===== config.mk =====
export PLATFORM = sky130hd
export DESIGN_NAME = pwr_fail_flag
export DESIGN_NICKNAME = d
export VERILOG_FILES = /design/src/rtl/pf_pkg.sv /design/src/rtl/pf_por_sync.sv /design/src/rtl/pf_base_timer.sv /design/src/rtl/pf_carry_flag.sv /design/src/rtl/pwr_fail_flag.sv
export SDC_FILE = /design/constraint.sdc
export NUM_CORES = 1
export LEC_CHECK = 0
export CORE_MARGIN = 3
export CORE_UTILIZATION = 50
export CTS_BUF_LIST = sky130_fd_sc_hd__clkbuf_16
export CTS_CLUSTER_DIAMETER = 150
export DETAILED_ROUTE_END_ITERATION = 10
export PLACE_DENSITY = 0.76
export RECOVER_POWER = 25
export SKIP_CTS_REPAIR_TIMING = 1
export SLEW_MARGIN = 20
export SYNTH_ARGS = -nofsm -noshare
export SYNTH_HDL_FRONTEND = slang
export SYNTH_SLANG_ARGS = --single-unit

===== constraint.sdc =====
create_clock -name clk -period 1.35 [get_ports clk]
set_input_delay 0.27 -clock clk [delete_from_list [all_inputs] [get_ports clk]]
set_output_delay 0.27 -clock clk [all_outputs]
set_load 0.05 [all_outputs]

===== src/rtl/pf_pkg.sv =====
// Shared constants for the cold-start carry flag.
// Assumes: all users run in one clock domain.
package pf_pkg;
    localparam int unsigned DEF_TIMER_BITS  = 16;
    localparam int unsigned DEF_SYNC_STAGES = 2;

    // Flag storage kept as one record so reset values sit in one place.
    typedef struct packed {
        logic locked;   // 1: carry edges may not set the flag
        logic flag;     // sticky carry flag
        logic carry_d;  // previous carry level for edge detect
    } flag_state_t;

    localparam flag_state_t FLAG_RESET = '{locked: 1'b1, flag: 1'b0, carry_d: 1'b0};
endpackage


===== src/rtl/pf_por_sync.sv =====
// Power-on-clear conditioner: asserts the internal active-low reset at once
// when por_clr_i rises, and releases it only after STAGES clock edges.
// Assumes: STAGES >= 2; the clock runs while power-on-clear is active.
module pf_por_sync #(
    parameter int unsigned STAGES = 2
) (
    input  logic clk_i,
    input  logic por_clr_i,
    output logic por_n_o
);
    logic [STAGES-1:0] chain_q;

    // Shift ones in after release; clear the whole chain asynchronously.
    always_ff @(posedge clk_i or posedge por_clr_i) begin
        if (por_clr_i) chain_q <= '0;
        else           chain_q <= {chain_q[STAGES-2:0], 1'b1};
    end

    assign por_n_o = chain_q[STAGES-1];
endmodule


===== src/rtl/pf_base_timer.sv =====
// Free-running base timer: counts clocks modulo 2^BITS and emits a registered
// one-clock carry pulse each time the count passes its terminal value.
// Assumes: synchronous active-low reset from the power-on-clear conditioner.
module pf_base_timer #(
    parameter int unsigned BITS = 16
) (
    input  logic clk_i,
    input  logic rst_n_i,
    output logic carry_o
);
    localparam logic [BITS-1:0] TERM = '1;

    logic [BITS-1:0] count_q;
    logic            carry_q;

    // Advance the prescaler every clock; restart it on power-on-clear.
    always_ff @(posedge clk_i) begin
        if (!rst_n_i) count_q <= '0;
        else          count_q <= count_q + 1'b1;
    end

    // Register the terminal-count strobe as the carry pulse.
    always_ff @(posedge clk_i) begin
        if (!rst_n_i) carry_q <= 1'b0;
        else          carry_q <= (count_q == TERM);
    end

    assign carry_o = carry_q;

    // the carry pulse never lasts longer than one clock.
    p_carry_one_clock_r8: assert property (@(posedge clk_i) disable iff (!rst_n_i)
        carry_q |=> !carry_q);
endmodule


===== src/rtl/pf_carry_flag.sv =====
// Sticky carry flag with a one-shot lock. Power-on-clear sets the lock and
// clears the flag; the first effective read drops the lock; after that each
// rising carry edge sets the flag, and each read clears it (carry wins).
// Assumes: carry_i is synchronous to clk_i; ce_rst_n_i gates reads only.
module pf_carry_flag
    import pf_pkg::*;
(
    input  logic clk_i,
    input  logic rst_n_i,
    input  logic ce_rst_n_i,
    input  logic rd_stb_i,
    input  logic carry_i,
    output logic flag_o
);
    flag_state_t st_q;
    logic        rd_eff;
    logic        rise;

    assign rd_eff = rd_stb_i & ce_rst_n_i;
    assign rise   = carry_i & ~st_q.carry_d;

    // Update lock, flag and edge history; lock state before the read decides.
    always_ff @(posedge clk_i) begin
        if (!rst_n_i) begin
            st_q <= FLAG_RESET;
        end else begin
            st_q.carry_d <= carry_i;
            if (rd_eff) st_q.locked <= 1'b0;
            if (rise && !st_q.locked) st_q.flag <= 1'b1;
            else if (rd_eff)          st_q.flag <= 1'b0;
        end
    end

    assign flag_o = st_q.flag;

    // a locked flag stays clear.
    p_locked_clear_r2: assert property (@(posedge clk_i) disable iff (!rst_n_i)
        st_q.locked |=> !st_q.flag);
    // an effective read releases the lock.
    p_read_unlocks_r3: assert property (@(posedge clk_i) disable iff (!rst_n_i)
        rd_eff |=> !st_q.locked);
    // once released, the lock stays released until power-on-clear.
    p_unlock_sticky_r3: assert property (@(posedge clk_i) disable iff (!rst_n_i)
        !st_q.locked |=> !st_q.locked);
    // an edge on an unlocked flag sets it, read or not.
    p_edge_sets_r4: assert property (@(posedge clk_i) disable iff (!rst_n_i)
        (rise && !st_q.locked) |=> st_q.flag);
    // a read without a carry edge clears the flag.
    p_read_clears_r5: assert property (@(posedge clk_i) disable iff (!rst_n_i)
        (rd_eff && !rise) |=> !st_q.flag);
    // while chip-enable reset is active and no edge arrives, nothing moves.
    p_ce_holds_r7: assert property (@(posedge clk_i) disable iff (!rst_n_i)
        (!ce_rst_n_i && !rise) |=> ($stable(st_q.flag) && $stable(st_q.locked)));
endmodule


===== src/rtl/pwr_fail_flag.sv =====
// Top level of the cold-start carry flag: conditions power-on-clear, runs the
// base timer and holds the lockable carry flag read by boot firmware.
// Assumes: one clock domain; por_clr is the only asynchronous input.
module pwr_fail_flag
    import pf_pkg::*;
#(
    parameter int unsigned TIMER_BITS  = DEF_TIMER_BITS,
    parameter int unsigned SYNC_STAGES = DEF_SYNC_STAGES
) (
    input  logic clk,
    input  logic por_clr,
    input  logic ce_rst_n,
    input  logic rd_stb,
    output logic rd_flag_o,
    output logic carry_o
);
    logic por_n;
    logic carry;

    pf_por_sync #(.STAGES(SYNC_STAGES)) u_por (
        .clk_i     (clk),
        .por_clr_i (por_clr),
        .por_n_o   (por_n)
    );

    pf_base_timer #(.BITS(TIMER_BITS)) u_timer (
        .clk_i   (clk),
        .rst_n_i (por_n),
        .carry_o (carry)
    );

    pf_carry_flag u_flag (
        .clk_i      (clk),
        .rst_n_i    (por_n),
        .ce_rst_n_i (ce_rst_n),
        .rd_stb_i   (rd_stb),
        .carry_i    (carry),
        .flag_o     (rd_flag_o)
    );

    assign carry_o = carry;
endmodule


Word level (Yosys, flattened, before mapping)
Index checks and enable logic that the tools add are counted.
- add/subtract/negate cells: 1
- muxes and demuxes: 2
- reductions and logical operators: 3
- eq/ne operators: 1
- bitwise gates (word level): 3
- operators with widths (operator ; number):
    16-bit by 1-bit adder with 16-bit output (second input constant) ; 1
    16-bit == test (second input constant) ; 1
    1-bit AND ; 2
    1-bit 2-to-1 mux ; 2
    2-bit nonzero test ; 1
    1-bit logical AND ; 1
    1-bit logical NOT ; 1
    1-bit NOT ; 1
- input port bits: 4
- logic and storage cells: 16
- output and inout port bits: 2
- register bits: 22

Longest topological paths before layout
Gate-level depths: netlist of the first run.
- word-level depth: 4
- depth in mapped cells: 5
- depth with buffers taken out: 5

Cells and area by module
A second synthesis of the first run with hierarchy kept.
- cells, all modules: 92
- area total of the unflattened synthesis: 953.4 um2
- by module, submodules not included (module ; times used ; seq. area each (um2) ; cells each ; area each (um2)):
    pf_base_timer ; 1 ; 340.3 ; 80 ; 793.3
    pf_carry_flag ; 1 ; 60.1 ; 8 ; 102.6
    pf_por_sync ; 1 ; 50.0 ; 4 ; 57.6

Least setup slack after synthesis of the first run
OpenSTA, ideal clock, no wires.
- path kind: register to register
- start point: register u_timer.count_q[0]
- end point: register u_timer.count_q[14]
- clock period less this slack: 1.412 ns
- buffers on the path: 0
- cell stages (with the launch flop): 6
- arrival: 1.297 ns
- path slack: -0.062 ns
- setup time: 0.115 ns
- required time: 1.235 ns
- cells stage by stage: dfxtp_1 > ha_1 > nand4_4 > nor4_4 > xor2_1 > and2_1
- word-level cells in the longest chain between the ends: 1
- RTL lines (what ; line ; RTL):
    start, declared ; pf_base_timer.sv:13 ; logic [BITS-1:0] count_q;
    start signal, assigned ; pf_base_timer.sv:19 ; else count_q <= count_q + 1'b1;
    16-bit by 1-bit adder with 16-bit output ; pf_base_timer.sv:19 ;
Every way passes these cells.
A chain may end at the register's enable or synchronous reset.

Worst setup path in the final report of the first run
- start point: register u_timer.count_q[0]
- end point: register u_timer.count_q[10]
The elaborated chain is that of the path after synthesis.

==> results.cfg, run 1 <==
[logic_synthesis]
synth_top_area_frac = 0.430
yosys.cell_count.top_type = sky130_fd_sc_hd__dfxtp_1
synth-seq-area-share = 0.483
syn_area_per_cell_um2 = 9.81
ys_top_cells_by_count = sky130_fd_sc_hd__dfxtp_1, sky130_fd_sc_hd__and2_1, sky130_fd_sc_hd__nand2_1, sky130_fd_sc_hd__xor2_1
synth.ff_latch_count = 22
number_of_enable_flip_flop_cells_after_synthesis = 0
synthesis.instances = 95
synth-warning-count = 0
yosys.cell_types.count = 27
yosys_most_used_dff = sky130_fd_sc_hd__dfxtp_1
asyncSetResetFlopFracSynth = 0.0909
library_cell_with_the_largest_summed_area_after_synthesis = sky130_fd_sc_hd__dfxtp_1
cell_types_occupying_the_most_area_after_synthesis = sky130_fd_sc_hd__dfxtp_1, sky130_fd_sc_hd__and2_1, sky130_fd_sc_hd__xor2_1
syn_area_um2 = 932
synth.net_count = 100

[critical_path]
worst_r2r_path_depth = 5
worst_setup_path_startpoint = u_timer.count_q[0]
cp_num_buf_inv = 0
critical_path_s_top_delay_family = simple AND/OR/NAND/NOR gates
cp_slowest_stage_delay_ns = 0.36
worstSetupEndpointType = register
startpoint_type = register
r2r_slack_ns = 0.03
worst-setup-path-type = reg -> reg
critPathSlowestCell = sky130_fd_sc_hd__dfxtp_4
cp_cell_sequence = ha_4 -> nand4_4 -> nor3_2 -> xor2_1 -> and2_1
rr_startpoint = u_timer.count_q[0]
cp_data_arrival_time_ns = 1.46
crit-reg2reg-capture = u_timer.count_q[10]
critPathMaxFanout = 6
timing.critical_path.required_ns = 1.49

[timing]
clock.fmax_ghz = 0.760
setup_viol = 0
finalHoldWorstSlack_ns = 0.295
period_share = 0.975
rsz0062_at_grt = yes
timing.final.hold_violations = 0
period_minus_slack_ns = 1.32
pins_over_slew_limit = 0
timing.clock.skew_ns = 0.00304

[global_route]
groute.usage.overall = 0.162
antenna_found_initial = 0
globalRoute.totalOverflow = 0
grt_first_pass_wirelength_um = 3040
maximum_number_of_pins_on_one_net_before_global_route_repair = 22
vias_in_the_first_global_route = 678

[clock_tree]
tritoncts = built
cts_max_level = 1
cts_buffers = 3
cts.clk_slew.worst_paths_ns = 0.06
ctsLongestPathBuffers = 2
numClockSinks = 22
clock_insertion_delay_worst_skew_ns = 0.25
clk_root_buffer_cell = sky130_fd_sc_hd__clkbuf_16

[die]
die_y_um = 49.2
effective_utilization_at_floorplan = 0.572
fp-row-count = 14
boundaryPins = 6
die_width_um = 49.2
floorplan_core_area_mm2 = 0.00163
die-area_mm2 = 0.00242

[final_layout]
fillers = 115
finalNetCount = 114
non_filler_cells_in_the_finished_layout = 132
num_antenna_cells = 0
flow.area_growth_from_synthesis_pct = 36.0
final_core_utilization = 0.778
drive_gt1_frac = 0.315

[power_and_ir_drop]
cellLeakagePower_uw = 0.000548
design_power_total_uw = 1540
worst_vdd_rail_ir_drop_mv = 0.921
power.density_cell_area_mw_per_mm2 = 1210

[worst_hold_path]
timing.hold.worst.class = in -> async

[route]
route.met3.wl_um = 99
drt-met1-wl_um = 812
routed_wl_um = 1850
route.antenna.remaining_nets = 0
wl_met2_um = 880
detailedRoute.firstPassIterationCount = 4
drc = 0
wire_per_inst_um = 14.0
drt_first_iter_violations = 19
vias_per_cell = 5.56
route.top_layer_used = met4
routed-via-count = 734

[placement]
numPlacedInstances = 127
post-dp-hpwl_um = 1100
routabilityCongestion = 0.794
io_buffer_count = 5

[job]
max_cap_violations = 0

[run_status]
outcome = finished clean
[state kept, by name, indices dropped and copies added, names as in the netlist]
signal	count
u_timer.count_q	16
u_flag.st_q	2
u_por.chain_q	2
u_flag.flag_o	1
u_timer.carry_o	1
[area by class of cell]
class | instances | area (um2) | area share
Clock buffer | 3 | 75.1 | 0.0592
Clock inverter | 1 | 30.0 | 0.0237
Inverter | 4 | 15.0 | 0.0118
Multi-Input combinational cell | 67 | 533 | 0.421
Sequential cell | 22 | 469 | 0.370
Tap cell | 24 | 30.0 | 0.0237
Timing Repair Buffer | 11 | 115 | 0.0908
[per-stage QoR]
| step | worst slack, ns | area, um2 | TNS [ns] |
|---|---|---|---|
| after floorplan | 0.00194 | 946 | 0 |
| after global placement | 0.0244 | 1080 | 0 |
| after detailed placement | -0.0234 | 1080 | -0.0427 |
| after CTS | -0.105 | 1180 | -0.250 |
| after global routing | -0.0409 | 1270 | -0.0818 |
| final | 0.0336 | 1270 | 0 |
[per-layer routing]
metal / vias to the layer above / track usage
met2: 22 / 0.250
met1: 358 / 0.211
met3: 9 / 0.0306
li1: 345 / -
met5: - / 0
met4: 0 / 0.0853
[report_power, final]
part | leakage, uW | internal, uW | total, uW | switching, uW
combinational | 0.000307 | 29.8 | 46.6 | 16.8
clock | 0.0000511 | 588 | 812 | 224
sequential | 0.000190 | 661 | 679 | 17.7
total | 0.000548 | 1280 | 1540 | 258
[how the worst max path moves through the flow]
stage	endpoint	depth (start not counted)	slack [ns]
detailed placement	u_timer.count_q[8]	4	-0.02
finish	u_timer.count_q[10]	5	0.03
global route	u_timer.count_q[14]	5	-0.04
CTS	u_timer.count_q[8]	4	-0.10
global placement	u_timer.count_q[13]	5	0.02
floorplan	u_timer.count_q[14]	5	0.002
[cells in the final DEF, fill, tap and decap left out, drive strengths merged, types with 2 or more instances in the layout]
| master | instances |
|---|---|
| nor3 | 6 |
| nor2 | 2 |
| clkbuf | 3 |
| dfxtp | 20 |
| nand3 | 6 |
| a21boi | 2 |
| nand2 | 8 |
| nor4 | 2 |
| inv | 4 |
| nand4 | 4 |
| dfrtp | 2 |
| buf | 8 |
| and2 | 13 |
| xnor2 | 3 |
| xor2 | 8 |
| clkdlybuf4s50 | 2 |
| or3 | 2 |
| nor2b | 2 |
| o21ai | 2 |
[cells by family after synthesis]
group	count (synthesis)	synth area share
AOI/OAI and AO/OA	5	0.0322
other	1	0.00402
DFF	22	0.483
adders and majority gates	1	0.0134
and+or+nand+nor	48	0.329
xor gates and xnor gates	11	0.103
buffers and inverters	6	0.0242
muxes	1	0.0107
(Power assumes the default switching activity.)
==> run 2: changes to the inputs <==
--- a/config.mk
+++ b/config.mk
@@ -6,11 +6,12 @@
 export NUM_CORES = 1
 export LEC_CHECK = 0
 export CORE_MARGIN = 3
-export CORE_UTILIZATION = 50
+export CORE_UTILIZATION = 53
 export CTS_BUF_LIST = sky130_fd_sc_hd__clkbuf_16
 export CTS_CLUSTER_DIAMETER = 150
 export DETAILED_ROUTE_END_ITERATION = 10
-export PLACE_DENSITY = 0.76
+export DONT_BUFFER_PORTS = 1
+export PLACE_DENSITY = 0.75
 export RECOVER_POWER = 25
 export SKIP_CTS_REPAIR_TIMING = 1
 export SLEW_MARGIN = 20
==> results.cfg, run 2 (synthesis gave the netlist of run 1 again) <==
[final_layout]
largest-register = u_timer.count_q
drive_gt1_frac = 0.226
layout.cells.most_common = sky130_fd_sc_hd__dfxtp_1
largest_register_ff_count = 16
flow.area_growth_from_synthesis_pct = 25.6
finalNetCount = 112
biggestRegsByFlops = u_timer.count_q x16, u_flag.st_q x2, u_por.chain_q x2
num_antenna_cells = 0
layout_common_cells = sky130_fd_sc_hd__dfxtp_1, sky130_fd_sc_hd__and2_1, sky130_fd_sc_hd__nand2_1, sky130_fd_sc_hd__xor2_1, sky130_fd_sc_hd__buf_4
final_core_utilization = 0.743

[critical_path]
critical_path_s_top_delay_family = simple AND/OR/NAND/NOR gates
critPathMaxFanout = 6
startpoint_type = register
cp_data_arrival_time_ns = 1.48
cp_slowest_stage_delay_ns = 0.37
critPathSlowestCell = sky130_fd_sc_hd__dfxtp_4
cp_num_buf_inv = 0
crit-reg2reg-capture = u_timer.count_q[12]
worst-setup-path-type = reg -> reg
worst_setup_path_startpoint = u_timer.count_q[0]
worstSetupEndpoint = u_timer.count_q[12]
worstSetupEndpointType = register
count_of_cell_instances_traversed_by_the_critical_path = 5
rr_startpoint = u_timer.count_q[0]
cp_cell_sequence = ha_4 -> nand4_4 -> nor3_1 -> xnor2_1 -> and2_1
worst_r2r_path_depth = 5
r2r_slack_ns = 0.02
timing.critical_path.required_ns = 1.50

[route]
route.antenna.remaining_nets = 0
wire_per_inst_um = 14.1
vias_per_cell = 5.51
routed_wl_um = 1720
drt_first_iter_violations = 11
routed-via-count = 672
drc = 0
detailedRoute.firstPassIterationCount = 4

[timing]
period_minus_slack_ns = 1.33
slew_at_the_pin_closest_to_its_max_slew_limit_ns = 0.550
setup_viol = 0
timing.clock.skew_ns = 0.00495
finalHoldWorstSlack_ns = 0.205
timing.final.hold_violations = 0
pins_over_slew_limit = 0
rsz0062_at_grt = yes
clock.fmax_ghz = 0.749
period_share = 0.988
max_slew_margin = 0.634
final.setup.tns_ns = 0
fin_ws_ns = 0.0156

[clock_tree]
cts_buffers = 3
clk_root_buffer_cell = sky130_fd_sc_hd__clkbuf_16
clock_insertion_delay_worst_skew_ns = 0.25
ctsLongestPathBuffers = 2
tritoncts = built
cts.clk_slew.worst_paths_ns = 0.06
numClockSinks = 22
cts_max_level = 1

[placement]
routabilityCongestion = 0.776
io_buffer_count = 0
preCtsSetupSlack_ns = -0.0225
post-dp-hpwl_um = 1040

[power_and_ir_drop]
cellInternalPower_uw = 1270
net_switching_fraction_of_the_power = 0.167
cellLeakagePower_uw = 0.000538
power.density_cell_area_mw_per_mm2 = 1310
netSwitchingPower_uw = 256
power.combinational.fraction = 0.024
worst_vdd_rail_ir_drop_mv = 1.15
power.clock.fraction = 0.530
seq_power_share = 0.446

[die]
die_width_um = 47.9
fp-row-count = 14
die_y_um = 47.9
floorplan_core_area_mm2 = 0.00158
effective_utilization_at_floorplan = 0.591
boundaryPins = 6
die-area_mm2 = 0.00230

[global_route]
globalRoute.totalOverflow = 0
vias_in_the_first_global_route = 615
groute.usage.overall = 0.170
maximum_number_of_pins_on_one_net_before_global_route_repair = 22
grt_first_pass_wirelength_um = 2620
antenna_found_initial = 0

[job]
max_cap_violations = 0

[worst_hold_path]
timing.hold.worst.class = in -> reg

[run_status]
outcome = finished clean
==> run 2: worst min-delay path by stage <==
stage          startpoint               end  cells after the start
2_1_floorplan     por_clr  u_por.chain_q[0]                      1
3_3_place_gp      por_clr  u_por.chain_q[0]                      1
3_5_place_dp      por_clr  u_por.chain_q[0]                      1
4_1_cts           por_clr  u_por.chain_q[1]                      1
5_1_grt          ce_rst_n    u_flag.st_q[2]                      3
6_report         ce_rst_n    u_flag.st_q[2]                      3
==> run 2: stage by stage <==
stage / power, uW / std cells / cell area [um2]
after detailed placement: 731 / 115 / 1000
after CTS: 1540 / 119 / 1110
after floorplan: 715 / 95 / 946
after global placement: 729 / 115 / 1000
after global routing: 1570 / 122 / 1170
final: 1530 / 122 / 1170
==> run 2: final cells by class <==
type / count / area (um2)
fill: 116 / 405
inverter: 4 / 15.0
tap: 16 / 20.0
clock inverter: 1 / 30.0
timing repair buffer: 9 / 70.1
sequential: 22 / 457
multi-input combinational: 67 / 504
clock buffer: 3 / 75.1
==> run 2: power by group through the flow <==
| stage | combinational [uW] | sequential, uW | clock (uW) |
|---|---|---|---|
| 2_1_floorplan | 25.2 | 690 | 0 |
| 3_3_place_gp | 32.8 | 696 | 0 |
| 3_5_place_dp | 34.1 | 697 | 0 |
| 4_1_cts | 34.6 | 683 | 827 |
| 5_1_grt | 44.0 | 686 | 843 |
| 6_report | 36.7 | 683 | 810 |
==> run 2: layer usage <==
layer,wire length (um),part of all wire,vias to the layer above,track usage
met1,737,0.43,315,0.205
met2,893,0.52,18,0.266
met4,0,0,0,0.0645
li1,-,-,339,-
met5,0,0,-,0
met3,90,0.052,0,0.0714
==> run 2: tightest hold or removal path: stages <==
cell and delay [ns]:
sky130_fd_sc_hd__nand2_1 0.06, sky130_fd_sc_hd__nand2_1 0.05, sky130_fd_sc_hd__nand2_1 0.05
==> run 3: changes to the inputs <==
--- a/config.mk
+++ b/config.mk
@@ -6,12 +6,12 @@
 export NUM_CORES = 1
 export LEC_CHECK = 0
 export CORE_MARGIN = 3
-export CORE_UTILIZATION = 53
+export CORE_UTILIZATION = 30
 export CTS_BUF_LIST = sky130_fd_sc_hd__clkbuf_16
 export CTS_CLUSTER_DIAMETER = 150
 export DETAILED_ROUTE_END_ITERATION = 10
 export DONT_BUFFER_PORTS = 1
-export PLACE_DENSITY = 0.75
+export PLACE_DENSITY = 0.49
 export RECOVER_POWER = 25
 export SKIP_CTS_REPAIR_TIMING = 1
 export SLEW_MARGIN = 20
==> results.cfg, run 3 (synthesis gave the netlist of run 1 again) <==
[route]
drt-met1-wl_um = 754
route.top_layer_used = met4
vias_per_cell = 4.76
drt_first_iter_violations = 22
wl_met2_um = 711
route.met3.wl_um = 67
detailedRoute.firstPassIterationCount = 4
route.antenna.remaining_nets = 0
drc = 0
routed_wl_um = 1550
routed-via-count = 661
wire_per_inst_um = 11.1

[critical_path]
critPathMaxFanout = 3
timing.critical_path.required_ns = 1.50
startpoint_type = register
worst-setup-path-type = reg -> reg
rr_startpoint = u_timer.count_q[1]
cp_data_arrival_time_ns = 1.51
crit-reg2reg-capture = u_timer.count_q[13]
worstSetupEndpointType = register
worst_r2r_path_depth = 5
r2r_slack_ns = -0.008

[die]
die_width_um = 61.7
floorplan_core_area_mm2 = 0.00285
boundaryPins = 6
effective_utilization_at_floorplan = 0.327
die_y_um = 61.7
die-area_mm2 = 0.00381
fp-row-count = 19

[global_route]
maximum_number_of_pins_on_one_net_before_global_route_repair = 22
globalRoute.totalOverflow = 0
vias_in_the_first_global_route = 621
grt_first_pass_wirelength_um = 2770
antenna_found_initial = 0
groute.usage.overall = 0.100

[placement]
post-dp-hpwl_um = 1080
preCtsSetupSlack_ns = -0.0179
io_buffer_count = 0
routabilityCongestion = 0.760

[power_and_ir_drop]
cellLeakagePower_uw = 0.000514
worst_vdd_rail_ir_drop_mv = 0.627
design_power_total_uw = 1360
power.density_cell_area_mw_per_mm2 = 1130

[worst_hold_path]
min_delay_worst_endpoint = u_flag.st_q[2]
timing.hold.worst.start = ce_rst_n
worstHoldPathCells = 3
timing.hold.worst.class = in -> reg

[job]
max_cap_violations = 0

[clock_tree]
cts_buffers = 3
clock_insertion_delay_worst_skew_ns = 0.25
clk_root_buffer_cell = sky130_fd_sc_hd__clkbuf_16
cts.clk_slew.worst_paths_ns = 0.06
ctsLongestPathBuffers = 2
numClockSinks = 22
cts_max_level = 1
tritoncts = built

[timing]
pins_over_slew_limit = 0
period_share = 1.01
timing.clock.skew_ns = 0.00180
timing.final.hold_violations = 0
clock.fmax_ghz = 0.737
setup_viol = 1
period_minus_slack_ns = 1.36
rsz0062_at_grt = yes
fin_ws_ns = -0.00762

[run_status]
outcome = complete, but fails checks
failed_checks = negative setup slack

[final_layout]
largest_register_ff_count = 16
layout_common_cells = sky130_fd_sc_hd__dfxtp_1, sky130_fd_sc_hd__and2_1, sky130_fd_sc_hd__nand2_1, sky130_fd_sc_hd__xor2_1, sky130_fd_sc_hd__buf_4
finalNetCount = 114
largest-register = u_timer.count_q
fillers = 287
layout.cells.most_common = sky130_fd_sc_hd__dfxtp_1
biggestRegsByFlops = u_timer.count_q x16, u_flag.st_q x2, u_por.chain_q x2
num_antenna_cells = 0
flow.area_growth_from_synthesis_pct = 29.7
drive_gt1_frac = 0.269
[run 3: worst max-delay path by stage]
stage / cells past startpoint / endpoint / from
floorplan: 5 / u_timer.count_q[14] / u_timer.count_q[1]
global placement: 5 / u_timer.count_q[14] / u_timer.count_q[1]
detailed placement: 5 / u_timer.count_q[14] / u_timer.count_q[1]
CTS: 5 / u_timer.count_q[14] / u_timer.count_q[1]
global route: 5 / u_timer.count_q[13] / u_timer.count_q[1]
finish: 5 / u_timer.count_q[13] / u_timer.count_q[1]
[run 3: per-stage QoR]
stage	instance area [um2]	util	hold WS [ns]	cells	setup TNS [ns]
global route	1210	0.424	0.238	139	-0.233
global placement	1040	0.366	0.0155	133	0
CTS	1120	0.394	-0.256	137	-0.0356
finish	1210	0.424	0.206	139	-0.00762
floorplan	946	-	0.0112	95	0
detailed placement	1040	0.366	0.0193	133	-0.0179
[run 3: routing by layer]
layer	GRT usage	up-vias
met1	0.128	302
met3	0.0496	2
met5	0	-
li1	-	347
met2	0.151	10
met4	0.0273	0
[run 3: layout make-up]
| class | count | area, um2 | area share |
|---|---|---|---|
| Sequential cell | 22 | 460 | 0.381 |
| Inverter | 4 | 15.0 | 0.0124 |
| Multi-Input combinational cell | 67 | 523 | 0.433 |
| Clock inverter | 1 | 3.75 | 0.00311 |
| Tap cell | 31 | 38.8 | 0.0321 |
| Clock buffer | 3 | 75.1 | 0.0621 |
| Timing Repair Buffer | 11 | 92.6 | 0.0766 |
[run 3: power by group]
group	total (uW)	internal (uW)	switching, uW
registers	682	663	18.9
logic	47.7	30.4	17.3
clock network	632	395	236
total	1360	1090	273
[run 3: critical path: stages (launching register included)]
cell and delay (ns):
sky130_fd_sc_hd__dfxtp_4 0.36, sky130_fd_sc_hd__buf_6 0.10, sky130_fd_sc_hd__nand4_1 0.20, sky130_fd_sc_hd__nor4_2 0.35
sky130_fd_sc_hd__xor2_1 0.09, sky130_fd_sc_hd__and2_1 0.15
